File: config.mk
export PLATFORM = sky130hd
export DESIGN_NAME = link_stop_seq
export DESIGN_NICKNAME = d
export VERILOG_FILES = /design/src/rtl/link_stop_pkg.sv /design/src/rtl/link_stop_timer.sv /design/src/rtl/link_stop_outdec.sv /design/src/rtl/link_stop_seq.sv
export SDC_FILE = /design/constraint.sdc
export NUM_CORES = 1
export LEC_CHECK = 0
export BUFFER_PORTS_ARGS = -buffer_cell sky130_fd_sc_hd__buf_2
export CORE_MARGIN = 10
export CORE_UTILIZATION = 35
export DETAILED_ROUTE_END_ITERATION = 10
export MAX_ROUTING_LAYER = met4
export SETUP_SLACK_MARGIN = 0.1
export SLEW_MARGIN = 20
export SYNTH_ARGS = -nofsm -noshare
export SYNTH_HDL_FRONTEND = slang
export SYNTH_SLANG_ARGS = --single-unit
File: constraint.sdc
create_clock -name clk -period 1.3 [get_ports clk]
set_input_delay 0.13 -clock clk [delete_from_list [all_inputs] [get_ports clk]]
set_output_delay 0.13 -clock clk [all_outputs]
set_load 0.05 [all_outputs]
File: src/rtl/link_stop_pkg.sv
package link_stop_pkg;

    typedef enum logic [2:0] {
        LSS_IDLE    = 3'd0,
        LSS_DISC    = 3'd1,
        LSS_WAIT_RX = 3'd2,
        LSS_HOLD    = 3'd3,
        LSS_ACTIVE  = 3'd4
    } lss_state_e;

endpackage

File: src/rtl/link_stop_timer.sv
module link_stop_timer #(
    parameter int SHORT_TICKS = 16,
    parameter int LONG_TICKS  = 50
) (
    input  logic clk,
    input  logic rst_n,
    input  logic run,
    input  logic long_sel,
    input  logic bit_tick,
    input  logic us_tick,
    output logic done
);
    localparam int MAX_TICKS = (LONG_TICKS > SHORT_TICKS) ? LONG_TICKS : SHORT_TICKS;
    localparam int CW        = $clog2(MAX_TICKS + 1);
    localparam logic [CW-1:0] SHORT_LAST = CW'(SHORT_TICKS - 1);
    localparam logic [CW-1:0] LONG_LAST  = CW'(LONG_TICKS - 1);

    logic [CW-1:0] cnt_q;
    logic          tick_sel;
    logic [CW-1:0] last_val;

    always_comb begin
        tick_sel = long_sel ? us_tick : bit_tick;
        last_val = long_sel ? LONG_LAST : SHORT_LAST;
        done     = run && tick_sel && (cnt_q == last_val);
    end

    always_ff @(posedge clk or negedge rst_n) begin
        if (!rst_n) begin
            cnt_q <= '0;
        end else if (!run || done) begin
            cnt_q <= '0;
        end else if (tick_sel) begin
            cnt_q <= cnt_q + 1'b1;
        end
    end

    AST_CNT_BELOW_LIMIT: assert property (@(posedge clk) disable iff (!rst_n)
        run |-> (cnt_q <= last_val));
    AST_CNT_IDLE_ZERO: assert property (@(posedge clk) disable iff (!rst_n)
        !run |=> (cnt_q == '0));

endmodule

File: src/rtl/link_stop_outdec.sv
module link_stop_outdec
    import link_stop_pkg::*;
(
    input  lss_state_e state,
    input  logic       tristate_cfg,
    output logic       tx_ctl,
    output logic       tx_oe,
    output logic       rx_hiz_prep,
    output logic       clk_run
);
    always_comb begin
        tx_ctl      = 1'b0;
        tx_oe       = 1'b1;
        rx_hiz_prep = 1'b0;
        clk_run     = 1'b1;
        unique case (state)
            LSS_IDLE, LSS_ACTIVE: begin
                tx_ctl = 1'b0;
            end
            LSS_DISC: begin
                tx_ctl      = 1'b0;
                tx_oe       = !tristate_cfg;
                rx_hiz_prep = tristate_cfg;
                clk_run     = !tristate_cfg;
            end
            LSS_WAIT_RX, LSS_HOLD: begin
                tx_ctl = 1'b1;
            end
            default: begin
                tx_ctl = 1'b0;
            end
        endcase
    end

    always_comb begin
        AST_HIZ_NEEDS_CFG: assert (!rx_hiz_prep || tristate_cfg);
        AST_DRIVE_WHEN_CTL: assert (!tx_ctl || (tx_oe && clk_run));
    end

endmodule

File: src/rtl/link_stop_seq.sv
module link_stop_seq
    import link_stop_pkg::*;
#(
    parameter int SHORT_TICKS = 16,
    parameter int LONG_TICKS  = 50
) (
    input  logic clk,
    input  logic rst_n,
    input  logic stop_req,
    input  logic rx_ctl,
    input  logic ext_ctl_cfg,
    input  logic tristate_cfg,
    input  logic bit_tick,
    input  logic us_tick,
    output logic tx_ctl,
    output logic tx_oe,
    output logic rx_hiz_prep,
    output logic clk_run,
    output logic width_apply
);
    lss_state_e state_q, state_d;
    logic       long_sel_q;
    logic       apply_q;
    logic       hold_done;
    logic       hold_start;

    assign hold_start = (state_q == LSS_WAIT_RX) && !stop_req && rx_ctl;

    link_stop_timer #(
        .SHORT_TICKS (SHORT_TICKS),
        .LONG_TICKS  (LONG_TICKS)
    ) timer_i (
        .clk      (clk),
        .rst_n    (rst_n),
        .run      (state_q == LSS_HOLD),
        .long_sel (long_sel_q),
        .bit_tick (bit_tick),
        .us_tick  (us_tick),
        .done     (hold_done)
    );

    always_comb begin
        state_d = state_q;
        unique case (state_q)
            LSS_IDLE: begin
                if (stop_req) state_d = LSS_DISC;
            end
            LSS_DISC: begin
                if (!stop_req) state_d = LSS_WAIT_RX;
            end
            LSS_WAIT_RX: begin
                if (stop_req)    state_d = LSS_DISC;
                else if (rx_ctl) state_d = LSS_HOLD;
            end
            LSS_HOLD: begin
                if (stop_req)       state_d = LSS_DISC;
                else if (hold_done) state_d = LSS_ACTIVE;
            end
            LSS_ACTIVE: begin
                if (stop_req) state_d = LSS_DISC;
            end
            default: state_d = LSS_IDLE;
        endcase
    end

    always_ff @(posedge clk or negedge rst_n) begin
        if (!rst_n) begin
            state_q    <= LSS_IDLE;
            long_sel_q <= 1'b0;
            apply_q    <= 1'b0;
        end else begin
            state_q <= state_d;
            apply_q <= (state_q == LSS_DISC) && !stop_req;
            if (hold_start) long_sel_q <= ext_ctl_cfg;
        end
    end

    link_stop_outdec outdec_i (
        .state        (state_q),
        .tristate_cfg (tristate_cfg),
        .tx_ctl       (tx_ctl),
        .tx_oe        (tx_oe),
        .rx_hiz_prep  (rx_hiz_prep),
        .clk_run      (clk_run)
    );

    assign width_apply = apply_q;

    AST_STOP_DROPS_CTL: assert property (@(posedge clk) disable iff (!rst_n)
        stop_req |=> (!tx_ctl && !width_apply));
    AST_APPLY_ONE_CYCLE: assert property (@(posedge clk) disable iff (!rst_n)
        width_apply |=> !width_apply);
    AST_APPLY_AFTER_RELEASE: assert property (@(posedge clk) disable iff (!rst_n)
        width_apply |-> (!$past(stop_req) && tx_ctl));
    AST_OE_OFF_NEEDS_CFG: assert property (@(posedge clk) disable iff (!rst_n)
        !tx_oe |-> (tristate_cfg && !tx_ctl && !clk_run));
    AST_DRIVEN_MODE: assert property (@(posedge clk) disable iff (!rst_n)
        !tristate_cfg |-> (tx_oe && clk_run && !rx_hiz_prep));
    AST_HOLD_NEEDS_TICK: assert property (@(posedge clk) disable iff (!rst_n)
        (state_q == LSS_HOLD && !stop_req && !bit_tick && !us_tick) |=> (state_q == LSS_HOLD));
    AST_WAIT_NEEDS_RX: assert property (@(posedge clk) disable iff (!rst_n)
        (state_q == LSS_WAIT_RX && !stop_req && !rx_ctl) |=> tx_ctl);

endmodule

==> flow_metrics.tcl <==
set metrics [dict create \
    drive_gt1_share_pct 52.3 \
    cts_tree "done" \
    fmax_mhz 719 \
    violations "setup timing" \
    fillCellCount 126 \
    fin_crit_sh_pct 107 \
    place_inst 93 \
    worstSetupStartpointType "flip-flop" \
    ys_seq_area_share_pct 46.1 \
    ys_types 27 \
    met2_length_um 711 \
    grt-ovfl-total 0 \
    critPathRequiredTime_ns 1.17 \
    rows 14 \
    core_sq_mm 0.00156 \
    min_path_type "in -> reg" \
    final_cells 104 \
    yosys-top-cells-count "dfrtp_1, nor2_1, nand4_1, inv_1, nand2_1" \
    ys.flop_type "dfrtp_1" \
    top_layer_used "met4" \
    critPathBufInv 2 \
    antenna_found_initial 0 \
    h-tree-depth 1 \
    status "complete, but fails checks" \
    syn-num-nets 69 \
    max_stage_delay_ns 0.44 \
    wl_met1_um 698 \
    maxCapViolations 0 \
    wl_per_cell_um 14.2 \
    die-area_sq_mm 0.00376 \
    drcViolationCount 0 \
    dpl_worst_slack_ns -0.0353 \
    synth_edf_count 0 \
    cts_sinks 11 \
    clk_latency_ns 0.27 \
    setup_viol 8 \
    grt_start_max_net_pins 12 \
    grt_use_total_pct 9.13 \
    synth.top_cell.area_share_pct 46.1 \
    place.gp.congestion 0.870 \
    fin_ws_ns -0.0911 \
    grt_setup_unrepaired "true" \
    crit_chain "nor2_1 -> and3_4 -> clkinvlp_4 -> buf_6" \
    worst-path-max-fanout 4 \
    die_y_um 61.3 \
    endpoint_kind "output port" \
    grt_pass1_wl_mm 2.51 \
    area_growth_syn_to_layout_pct 50.7 \
    crit_family "flip-flops" \
    grt_pass1_vias 599 \
    async_flop_share_pct 100 \
    wl_mm 1.48 \
    finalHoldViolCount 0 \
    arrival_ns 1.26 \
    vias 561 \
    power.total_mw 0.918 \
    layout.nets 98 \
    powerDensity_mw_per_mm2 1020 \
    placed_cell_area_sq_um 748 \
    design_area_sq_um 900 \
    port_buffers 12 \
    tightest_slew_ns 0.263 \
    cp_slowest_cell "dfrtp_2" \
    cts_buffer_depth 2 \
    via_per_inst 5.39 \
    n_antenna_cell 0 \
    clk_pin_slew_ns 0.09 \
    yosys.area.top_type "dfrtp_1" \
    slew_violations 0 \
    mappedNetlistArea_sq_um 597 \
    crit_type "reg -> out" \
    dp_hpwl_mm 1.04 \
    die_w_um 61.3 \
    synth_area_leaders "dfrtp_1, nand4_1, a32o_1, nor2_1, a31oi_1" \
    cts_inserted_buffers 3 \
    dr_wl_met3_um 53 \
    clock-skew-final_ns 0.00799 \
    synth.most_common_cell "dfrtp_1" \
    initial_utilization_pct 38.3 \
    synth_area_per_cell_sq_um 9.95 \
    max-vdd-ir-drop_uv 884 \
    holdWs_ns 0.0878 \
    firstDrtPassIters 4 \
    yosys_warnings 0 \
    drt-initial-drc-count 14 \
    synthCells 60 \
    io_pins 13 \
    post-route-min-period_ns 1.39 \
    cts_root_buf "clkbuf_4" \
    antenna_left 0 \
    ys_ff_latch 11 \
    slew_headroom_pct 82.3 \
    leakagePower_nw 0.418 \
]
what timing repair did:
action | in CTS | in global routing
pin swaps | 10 | 6
setup endpoints to repair | 13 | 14
hold buffers | 1 | 0
buffers inserted | 4 | 2
hold endpoints to repair | 11 | 0
gates resized for setup | 15 | 2
per-stage QoR:
step	util, %	setup TNS [ns]
final	57.7	-0.400
after global placement	48.0	-0.0644
after CTS	56.3	-0.409
after floorplan	-	-0.350
after detailed placement	48.0	-0.0887
after global routing	57.7	-1.12
metal layers:
layer  vias up  global-route usage, %
li1        280                      -
met1       267                   10.7
met3         2                   2.06
met4         0                   4.89
met2        12                   14.2
met5         -                      -
registers in the layout, summed over array words and instances (netlist names):
name           flops
state_q            3
width_apply        1
timer_i.cnt_q      6
long_sel_q         1
power by group:
| part | internal [mW] | switching (mW) |
|---|---|---|
| clock | 0.114 | 0.129 |
| sequential | 0.368 | 0.0268 |
| combinational | 0.135 | 0.146 |
cell families after synthesis:
logic type               count (synthesis)  share of synthesized area (%)
AND/OR/NAND/NOR                         28                           26.0
multiplexers                             3                           6.08
flip-flops                              11                           46.1
AO/OA/AOI/OAI                            9                           12.2
XOR/XNOR                                 2                           2.94
adder cells (fa/ha/maj)                  1                           2.10
buffers and inverters                    6                           4.61
layout by cell type (no fill, tap or decap), drive strengths merged, types with 2 or more instances in the layout:
cell    instances
mux2            2
dfrtp          11
a32o            3
or3             2
nand4           5
and3            2
nor3            3
nand2           5
clkbuf          3
inv             3
a31oi           3
nor2            6
xor2            2
buf            25
worst paths after layout:
check	to	from	slack, ns	depth (start not counted)
worst max-delay path	tx_oe	state_q[2]	-0.09	4
worst min-delay path	width_apply	stop_req	0.09	2
max in group asynchronous	state_q[2]	rst_n	0.82	2
min in group asynchronous	width_apply	rst_n	0.26	2
worst max register to register	long_sel_q	state_q[2]	-0.07	4
worst min register to register	width_apply	state_q[2]	0.52	1
cell type report:
type / count / area [sq um] / share of cell area (%)
multi-input cells: 43 / 343 / 38.1
repair buffers: 26 / 213 / 23.6
clock buffers: 3 / 22.5 / 2.50
clock inverters: 1 / 5.00 / 0.556
well taps: 16 / 20.0 / 2.23
inverters: 4 / 18.8 / 2.09
flip-flops and latches: 11 / 278 / 30.9
No activity file was read; power rests on OpenSTA's default activity.
